$ cat src/rtl/irq_pkg.sv
package irq_pkg;
    localparam int OFF_STAT   = 0;
    localparam int OFF_PEND   = 4;
    localparam int OFF_EN     = 8;
    localparam int OFF_ID     = 24;
    localparam int OFF_GATE   = 28;
    localparam int OFF_IPSTAT = 32;
    localparam int OFF_IPEN   = 40;
    localparam int OFF_RST    = 64;

    localparam logic [31:0] RST_KEY    = 32'h0000_000A;
    localparam logic [7:0]  NO_PEND_ID = 8'd128;
    localparam int          ERR_BIT    = 0;
    localparam int          IP_BIT     = 2;
    localparam int          GATE_BIT   = 31;

    typedef enum logic [3:0] {
        SEL_NONE, SEL_STAT, SEL_PEND, SEL_EN, SEL_ID,
        SEL_GATE, SEL_IPSTAT, SEL_IPEN, SEL_RST
    } reg_sel_e;

    function automatic reg_sel_e decode(input logic [6:0] a);
        case (a)
            7'(OFF_STAT):   decode = SEL_STAT;
            7'(OFF_PEND):   decode = SEL_PEND;
            7'(OFF_EN):     decode = SEL_EN;
            7'(OFF_ID):     decode = SEL_ID;
            7'(OFF_GATE):   decode = SEL_GATE;
            7'(OFF_IPSTAT): decode = SEL_IPSTAT;
            7'(OFF_IPEN):   decode = SEL_IPEN;
            7'(OFF_RST):    decode = SEL_RST;
            default:        decode = SEL_NONE;
        endcase
    endfunction
endpackage

$ cat src/rtl/irq_ip_level.sv
module irq_ip_level #(
    parameter int N_IP = 4
) (
    input  logic            clk,
    input  logic            rst_any,
    input  logic [N_IP-1:0] ip_evt,
    input  logic            wr_stat,
    input  logic            wr_en,
    input  logic [N_IP-1:0] wdata,
    output logic [N_IP-1:0] ip_stat,
    output logic [N_IP-1:0] ip_en,
    output logic            ip_irq
);
    always_ff @(posedge clk) begin
        if (rst_any) begin
            ip_stat <= '0;
            ip_en   <= '0;
        end else begin
            ip_stat <= (ip_stat ^ (wr_stat ? wdata : '0)) | ip_evt;
            if (wr_en) ip_en <= wdata;
        end
    end

    assign ip_irq = |(ip_stat & ip_en);

    assert_ip_toggle_R11: assert property (@(posedge clk) disable iff (rst_any)
        (wr_stat && ip_evt == '0) |=> ip_stat == ($past(ip_stat) ^ $past(wdata)));
    assert_ip_event_R11: assert property (@(posedge clk) disable iff (rst_any)
        (!wr_stat && ip_evt != '0) |=> ((ip_stat & $past(ip_evt)) == $past(ip_evt)));
endmodule

$ cat src/rtl/irq_dev_status.sv
module irq_dev_status
    import irq_pkg::*;
#(
    parameter int N_DEV = 8
) (
    input  logic             clk,
    input  logic             rst_any,
    input  logic [N_DEV-1:0] src_live,
    input  logic             err_evt,
    input  logic             ip_irq,
    input  logic             wr_stat,
    input  logic             wbit_err,
    output logic [N_DEV-1:0] status
);
    logic err_q;

    always_ff @(posedge clk) begin
        if (rst_any) err_q <= 1'b0;
        else         err_q <= (err_q ^ (wr_stat & wbit_err)) | err_evt;
    end

    for (genvar i = 0; i < N_DEV; i++) begin : g_bit
        if (i == ERR_BIT) begin : g_err
            assign status[i] = err_q;
        end else if (i == IP_BIT) begin : g_ip
            assign status[i] = ip_irq;
        end else begin : g_live
            assign status[i] = src_live[i];
        end
    end

    assert_err_toggle_R6: assert property (@(posedge clk) disable iff (rst_any)
        (wr_stat && !err_evt) |=> err_q == ($past(err_q) ^ $past(wbit_err)));
    assert_err_event_R6: assert property (@(posedge clk) disable iff (rst_any)
        err_evt |=> err_q);
endmodule

$ cat src/rtl/irq_prio_enc.sv
module irq_prio_enc
    import irq_pkg::*;
#(
    parameter int N = 8
) (
    input  logic [N-1:0] pend,
    output logic [7:0]   id
);
    always_comb begin
        id = NO_PEND_ID;
        for (int i = N - 1; i >= 0; i--)
            if (pend[i]) id = 8'(i);
    end

    always_comb begin
        if (id != NO_PEND_ID)
            assert_id_valid_R8: assert (pend[id[6:0]] && (pend & ((N'(1) << id[6:0]) - N'(1))) == '0);
        else
            assert_id_empty_R8: assert (pend == '0);
    end
endmodule

$ cat src/rtl/irq_hub.sv
module irq_hub
    import irq_pkg::*;
#(
    parameter int N_DEV  = 8,
    parameter int N_IP   = 4,
    parameter int ADDR_W = 7
) (
    input  logic              clk,
    input  logic              rst,
    input  logic [ADDR_W-1:0] reg_addr,
    input  logic              reg_wr,
    input  logic [31:0]       reg_wdata,
    output logic [31:0]       reg_rdata,
    input  logic [N_DEV-1:0]  src_live,
    input  logic              err_evt,
    input  logic [N_IP-1:0]   ip_evt,
    output logic              irq_out,
    output logic              soft_rst_out
);
    reg_sel_e         sel;
    logic             rst_any;
    logic             soft_rst_q;
    logic [N_DEV-1:0] dev_en;
    logic             gate_q;
    logic [N_DEV-1:0] status;
    logic [N_DEV-1:0] pend;
    logic [N_IP-1:0]  ip_stat, ip_en;
    logic             ip_irq;
    logic [7:0]       id;

    assign sel     = decode(7'(reg_addr));
    assign rst_any = rst | soft_rst_q;

    always_ff @(posedge clk) begin
        if (rst) soft_rst_q <= 1'b0;
        else     soft_rst_q <= reg_wr && sel == SEL_RST && reg_wdata == RST_KEY;
    end

    always_ff @(posedge clk) begin
        if (rst_any) begin
            dev_en <= '0;
            gate_q <= 1'b0;
        end else if (reg_wr) begin
            if (sel == SEL_EN)   dev_en <= reg_wdata[N_DEV-1:0];
            if (sel == SEL_GATE) gate_q <= reg_wdata[GATE_BIT];
        end
    end

    irq_ip_level #(.N_IP(N_IP)) u_ip (
        .clk(clk), .rst_any(rst_any), .ip_evt(ip_evt),
        .wr_stat(reg_wr && sel == SEL_IPSTAT), .wr_en(reg_wr && sel == SEL_IPEN),
        .wdata(reg_wdata[N_IP-1:0]), .ip_stat(ip_stat), .ip_en(ip_en), .ip_irq(ip_irq)
    );

    irq_dev_status #(.N_DEV(N_DEV)) u_stat (
        .clk(clk), .rst_any(rst_any), .src_live(src_live), .err_evt(err_evt),
        .ip_irq(ip_irq), .wr_stat(reg_wr && sel == SEL_STAT),
        .wbit_err(reg_wdata[ERR_BIT]), .status(status)
    );

    assign pend = status & dev_en;

    irq_prio_enc #(.N(N_DEV)) u_enc (.pend(pend), .id(id));

    assign irq_out      = gate_q & (|pend);
    assign soft_rst_out = soft_rst_q;

    always_comb begin
        reg_rdata = '0;
        case (sel)
            SEL_STAT:   reg_rdata[N_DEV-1:0] = status;
            SEL_PEND:   reg_rdata[N_DEV-1:0] = pend;
            SEL_EN:     reg_rdata[N_DEV-1:0] = dev_en;
            SEL_ID:     reg_rdata[7:0]       = id;
            SEL_GATE:   reg_rdata[GATE_BIT]  = gate_q;
            SEL_IPSTAT: reg_rdata[N_IP-1:0]  = ip_stat;
            SEL_IPEN:   reg_rdata[N_IP-1:0]  = ip_en;
            default:    reg_rdata = '0;
        endcase
    end

    assert_irq_gated_R2: assert property (@(posedge clk) disable iff (rst)
        irq_out |-> gate_q);
    assert_irq_has_id_R3: assert property (@(posedge clk) disable iff (rst)
        irq_out |-> id != NO_PEND_ID);
    assert_rst_pulse_R9: assert property (@(posedge clk) disable iff (rst)
        soft_rst_q |=> (!soft_rst_q && dev_en == '0 && !gate_q));
    assert_bad_key_R10: assert property (@(posedge clk) disable iff (rst)
        (reg_wr && sel == SEL_RST && reg_wdata != RST_KEY) |=> !soft_rst_out);
endmodule

$ cat config.mk
export PLATFORM = sky130hd
export DESIGN_NAME = irq_hub
export DESIGN_NICKNAME = d
export VERILOG_FILES = /design/src/rtl/irq_pkg.sv /design/src/rtl/irq_ip_level.sv /design/src/rtl/irq_dev_status.sv /design/src/rtl/irq_prio_enc.sv /design/src/rtl/irq_hub.sv
export SDC_FILE = /design/constraint.sdc
export NUM_CORES = 1
export LEC_CHECK = 0
export BUFFER_PORTS_ARGS = -buffer_cell sky130_fd_sc_hd__buf_4
export CAP_MARGIN = 20
export CORE_MARGIN = 5
export CORE_UTILIZATION = 30
export DETAILED_ROUTE_END_ITERATION = 12
export GPL_TIMING_DRIVEN = 0
export SYNTH_ARGS = -nofsm -noshare
export SYNTH_HDL_FRONTEND = slang
export SYNTH_SLANG_ARGS = --single-unit
$ cat constraint.sdc
create_clock -name clk -period 2.2 [get_ports clk]
set_input_delay 0.22 -clock clk [delete_from_list [all_inputs] [get_ports clk]]
set_output_delay 0.22 -clock clk [all_outputs]
set_load 0.02 [all_outputs]
==> out/metrics.csv, run 1 <==
metric,value,unit
Die Height,81.5,um
Critical path origin,u_ip.ip_stat[2]$_SDFF_PP0_,
layout cells sized above 1,36.3,%
Layout Utilization,44.1,%
simple-gate share of the synthesized area,30.0,%
RSZ-0062 raised after global routing,false,
HPWL Detailed,3880,um
pwr/cell area,376,nW/um^2
WS Path Type,flip-flop to output port,
root buffer cell,clkbuf_8,
io pins,89,
initial antenna violation count,0,
routed wire length,4680,um
Fin. Hold Viols,0,
R2R Setup Slk,0.78,ns
Post-Syn Area,1530,sq um
"FF+latch count, synth",19,
"Design Area, Final",2230,sq um
Reg2Reg Launch Point,soft_rst_out$_SDFF_PP0_,
worst hold-check path type,primary input to flip-flop,
first-pass GRT wire length,7390,um
multi-input logic area,990,sq um
clock latency on the worst-skew pair,0.26,ns
final worst path period need,1.99,ns
WL/cell,13.3,um
Core Area,5040,sq um
most frequent cells in the layout,"87 x buf_4, 23 x conb_1, 19 x dfxtp_1",
Leak Pwr,1.03,nW
worst-path maximum fanout,3,
fillcell total,525,
Setup Viol. Count Final,0,
mean area per synthesized cell,7.99,sq um
startpoint class of the critical path,flip-flop,
Tot Pwr,836,uW
Antenna Nets Post-Route,0,
largest net degree at the start of global routing,13,
# placed instances,347,
Post-synth ARST share,0,%
Yosys Warn Count,0,
Synth cell types,41,
VDD IR-drop max,400,uV
area growth from synthesis to layout,45.1,%
post-synthesis adder-cell area fraction,0.653,%
Post-Synth XOR/XNOR Area,2.85,%
# hold bufs at CTS,0,
Starting Density,30.4,%
Synth area leader,dfxtp_1,
drt first-iter violations,47,
post-synthesis compound-gate area fraction,14.2,%
post-CTS sizing,0,
clock slew at reported path FFs,0.07,ns
Post-Layout Cell Count,351,
die width,81.5,um
Post-synth EDFFs,0,
largest family of logic cells by synthesized area,simple AND/OR/NAND/NOR gates,
Max Cap Viol,0,
"most common cell after layout, fill and taps aside",buf_4,
slew margin rel.,66.2,%
post-synthesis sequential area ratio,24.8,%
largest cells by area after synthesis,"dfxtp_1 25%, buf_4 12%, mux2i_1 10%",
IO Port Bufs,63,
vias post-DR,1584,
multiplexer share of the synthesized area,11.2,%
Antenna diodes,0,
worst hold start,ip_evt[2],
Crit Reg-Reg Endpoint,dev_en[3]$_SDFFE_PP0P_,
DP Area,2180,sq um
Syn Inst Count,192,
Congestion Overflow GR,0,
H-tree Lvls,1,
die area,6640,sq um
Hold Path End,u_ip.ip_stat[2]$_SDFF_PP0_,
Via density,4.51,
Seq. cell area,380,sq um
clock sinks,19,
CP endpoint kind,output port,
Arrival @ worst endpoint,1.77,ns
status,finished clean,
CTS tree,done,
Post-layout nets,337,
Residual DRC,0,
FP Rows,26,
Final GP Congestion,0.809,
sum of negative setup slack,0,ns
cells on worst reg2reg path,4,
Min-Delay Path Depth,3,
Yosys top cell area share,24.8,%
number of global-route vias before repair,1535,
post-CTS setup buffers,0,
CTS Buf Count,3,
clk_skew,0.00120,ns
WP data required,1.98,ns
final slew viol count,0,
Slew @ Worst Pin,0.507,ns
ys flop type,dfxtp_1,
Total GRT Usage,14.5,%
deepest clock path buffer count,2,
Tcrit/Tclk final,90.6,%
drt pass-1 iters,4,
Max Clk Rate,0.502,GHz
area by class of cell:
cell class              count  share of cell area, %
clock buffers               3                   1.85
repair buffers             63                   21.2
well taps                  70                   3.93
multi-input cells         156                   44.5
flip-flops and latches     19                   17.1
plain buffers              30                   9.56
clock inverters             1                  0.337
inverters                   9                   1.52
sequential cells by signal, summed over array words and instances, names as in the netlist:
name / count
u_ip.ip_stat: 4
dev_en: 8
soft_rst_out: 1
u_ip.ip_en: 4
gate_q: 1
u_stat.err_q: 1
synth_stat cells, types with 2 or more instances:
| library cell | n |
|---|---|
| dfxtp_1 | 19 |
| nor2b_1 | 7 |
| inv_1 | 9 |
| clkbuf_1 | 2 |
| a21oi_1 | 11 |
| a311o_1 | 2 |
| nor4_1 | 6 |
| nor4_2 | 2 |
| a21o_1 | 3 |
| mux2i_1 | 16 |
| and4_1 | 3 |
| and3b_1 | 2 |
| nand2_1 | 16 |
| nor2_1 | 17 |
| o21ai_0 | 6 |
| nand3_1 | 5 |
| buf_4 | 24 |
| xor2_1 | 5 |
| nor4b_1 | 3 |
| a22oi_1 | 4 |
| buf_2 | 2 |
| nand4_1 | 9 |
per-stage QoR:
| step | hold slack (ns) | setup slack (ns) |
|---|---|---|
| floorplan | 0.349 | 0.718 |
| global placement | 0.456 | 0.487 |
| detailed placement | 0.463 | 0.479 |
| CTS | 0.185 | 0.196 |
| global route | 0.176 | 0.107 |
| finish | 0.193 | 0.208 |
worst max-delay path, stage by stage, from the launching register on:
cell and delay, ns:
dfxtp_1 0.35, a22oi_1 0.28, nand2_1 0.14, a221o_1 0.32, a311o_1 0.27, buf_4 0.16
kinds of logic after synthesis:
group | count (synthesis)
muxes | 17
buffers and inverters | 39
xor gates and xnor gates | 5
AOI/OAI and AO/OA | 32
and+or+nand+nor | 78
other | 1
adders and majority gates | 1
DFF | 19
how the worst max path moves through the flow:
stage / slack [ns] / endpoint
after global placement: 0.49 / reg_rdata[7]
final: 0.21 / reg_rdata[1]
after global routing: 0.11 / reg_rdata[1]
after detailed placement: 0.48 / reg_rdata[7]
after floorplan: 0.72 / reg_rdata[1]
after CTS: 0.20 / reg_rdata[1]
layer usage:
metal	track usage [%]	vias to the layer above	wire [um]
met3	3.07	2	264
met1	18.0	725	1950
met4	2.53	0	23
met2	25.7	33	2440
met5	0	-	0
li1	-	824	-
power by group:
group | switching [mW] | total (mW) | internal (mW) | leakage, nW
clock network | 0.123 | 0.250 | 0.128 | 0.0217
registers | 0.00754 | 0.358 | 0.351 | 0.155
logic | 0.113 | 0.228 | 0.115 | 0.850
Power figures use the tool's default switching activity.
==> run 2: changes to the inputs <==
- PLACE_DENSITY: default -> 0.64
==> run 2 against run 1 <==
  * Design area decreased by 0.11%
  * Register-to-register slack improved by 0.04 ns
  * Cell count unchanged
  * Wire length increased by 0.24%
  * Flip-flop and latch count unchanged
  * Count of clock-buffer cells in the layout unchanged
  * Largest cell class unchanged
  * Highest routed layer unchanged
  * Sequential power about the same
  * Worst setup slack got worse by 0.031 ns
  * Die area unchanged
  * Critical endpoint unchanged
  * Sequential share of layout area about the same
  * Clock power increased by 2%
  * Critical path type unchanged
==> out/metrics.csv, run 2 (same netlist as run 1, synthesis figures left out) <==
metric,value,unit,change
first-pass GRT wire length,7390,um,unchanged
Psw,250,uW,+2.8%
layout cells sized above 1,36.3,%,unchanged
largest registers,"dev_en: 8 flops, u_ip.ip_en: 4 flops, u_ip.ip_stat: 4 flops",,
max reg flops,8,,unchanged
routed wire length,4690,um,+0.24%
Worst path max stage delay,0.34,ns,about the same
worst hold slack,0.181,ns,-0.0123 ns
Fin. Hold Viols,0,,unchanged
status,finished clean,,
worst hold-check path type,primary input to flip-flop,,
die area,6640,sq um,unchanged
Reg2Reg Launch Point,soft_rst_out$_SDFF_PP0_,,
Residual DRC,0,,unchanged
Net Sw Frac,29.7,%,+0.62 points
clock latency on the worst-skew pair,0.27,ns,about the same
area growth from synthesis to layout,44.9,%,
drt pass-1 iters,4,,unchanged
initial antenna violation count,0,,unchanged
# hold bufs at CTS,0,,unchanged
final slew viol count,0,,unchanged
worst-path maximum fanout,3,,unchanged
Antenna Nets Post-Route,0,,unchanged
vias post-DR,1594,,+0.63%
CP endpoint kind,output port,,
final worst path period need,2.02,ns,+0.0308 ns
R2R Setup Slk,0.82,ns,+0.04 ns
io pins,89,,unchanged
Post-Layout Cell Count,351,,unchanged
Arrival @ worst endpoint,1.80,ns,+0.03 ns
slew margin rel.,65.7,%,-0.52 points
Via density,4.54,,+0.63%
pwr/cell area,379,nW/um^2,+0.78%
startpoint class of the critical path,flip-flop,,
Slew @ Worst Pin,0.515,ns,+0.00776 ns
number of global-route vias before repair,1575,,+2.6%
clock power share,30.4,%,+0.5 points
WS Path Type,flip-flop to output port,,
Setup Viol. Count Final,0,,unchanged
CP max-delay cell,dfxtp_1,,
most frequent cells in the layout,"87 x buf_4, 23 x conb_1, 19 x dfxtp_1",,
Critical path origin,u_ip.ip_stat[2]$_SDFF_PP0_,,
worst hold start,ip_evt[2],,
clk_skew,0.00516,ns,+0.00396 ns
register share of total power,42.6,%,-0.3 points
H-tree Lvls,1,,unchanged
VDD IR-drop max,178,uV,-56%
Biggest register,dev_en,,
Die Height,81.5,um,unchanged
RSZ-0062 raised after global routing,false,,
Tot Pwr,842,uW,+0.67%
root buffer cell,clkbuf_8,,
CTS tree,done,,
Leak Pwr,1.03,nW,+0.37%
Final GP Congestion,0.817,,+0.93%
post-CTS sizing,0,,unchanged
Core Area,5040,sq um,unchanged
CTS Buf Count,3,,unchanged
HPWL Detailed,3830,um,-1.3%
# placed instances,347,,unchanged
Comb pwr share,27.0,%,-0.2 points
Total GRT Usage,14.3,%,-0.12 points
largest net degree at the start of global routing,12,,-1
WL/cell,13.4,um,+0.24%
worst-path cell chain,"a22oi_1, nand2_1, a221o_1, a311o_1, buf_4",,
Internal Power,592,uW,-0.21%
WP data required,1.98,ns,about the same
die width,81.5,um,unchanged
deepest clock path buffer count,2,,unchanged
Max Cap Viol,0,,unchanged
IO Port Bufs,63,,unchanged
Congestion Overflow GR,0,,unchanged
"most common cell after layout, fill and taps aside",buf_4,,
Post-layout nets,337,,unchanged
FP Rows,26,,unchanged
Max Clk Rate,0.494,GHz,-1.5%
Starting Density,30.4,%,unchanged
sum of negative setup slack,0,ns,unchanged
post-CTS setup buffers,0,,unchanged
drt first-iter violations,96,,+100%
clock sinks,19,,unchanged
Tcrit/Tclk final,92.0,%,+1.4 points
clock slew at reported path FFs,0.08,ns,about the same
Antenna diodes,0,,unchanged
[run 2: per-layer routing]
metal  track usage [%]  up-vias  wire [um]
met2              25.2       44       2390
met1              17.4      721       1980
li1                  -      820          -
met3              2.52        9        251
met5                 0        -          0
met4              4.90        0         70
[run 2: path summary, 6_finish.rpt]
check / end / depth (start not counted)
hold reg to reg: dev_en[4]$_SDFFE_PP0P_ / 2
hold / removal: u_ip.ip_stat[2]$_SDFF_PP0_ / 3
setup / recovery: reg_rdata[1] / 5
setup reg to reg: u_ip.ip_en[1]$_SDFFE_PP0P_ / 4
[run 2: area by class of cell]
type	count	area [sq um]
clock buffer	3	41.3
timing repair buffer	63	473
fill	539	2820
buffer	30	213
clock inverter	1	5.00
tap	70	87.6
sequential	19	380
inverter	9	33.8
multi-input combinational	156	990
[run 2: power groups by stage]
stage | logic [mW] | clock network (mW) | registers, mW
floorplan | 0.118 | 0 | 0.364
finish | 0.227 | 0.256 | 0.358
global route | 0.247 | 0.274 | 0.359
CTS | 0.226 | 0.256 | 0.358
detailed placement | 0.225 | 0 | 0.366
global placement | 0.224 | 0 | 0.366
[run 2: stage by stage]
stage / setup WS, ns / util, % / instance area, sq um
2_1_floorplan: 0.718 / - / 1620
3_3_place_gp: 0.492 / 43.2 / 2180
3_5_place_dp: 0.500 / 43.2 / 2180
4_1_cts: 0.202 / 44.1 / 2220
5_1_grt: 0.127 / 44.1 / 2220
6_report: 0.177 / 44.1 / 2220
[run 2: critical path, delay by kind of cell, from the launching register on]
family	cells	cell delay [ns]
compound gates	3	0.87
flops	1	0.34
simple gates	1	0.15
buf+inv	1	0.17
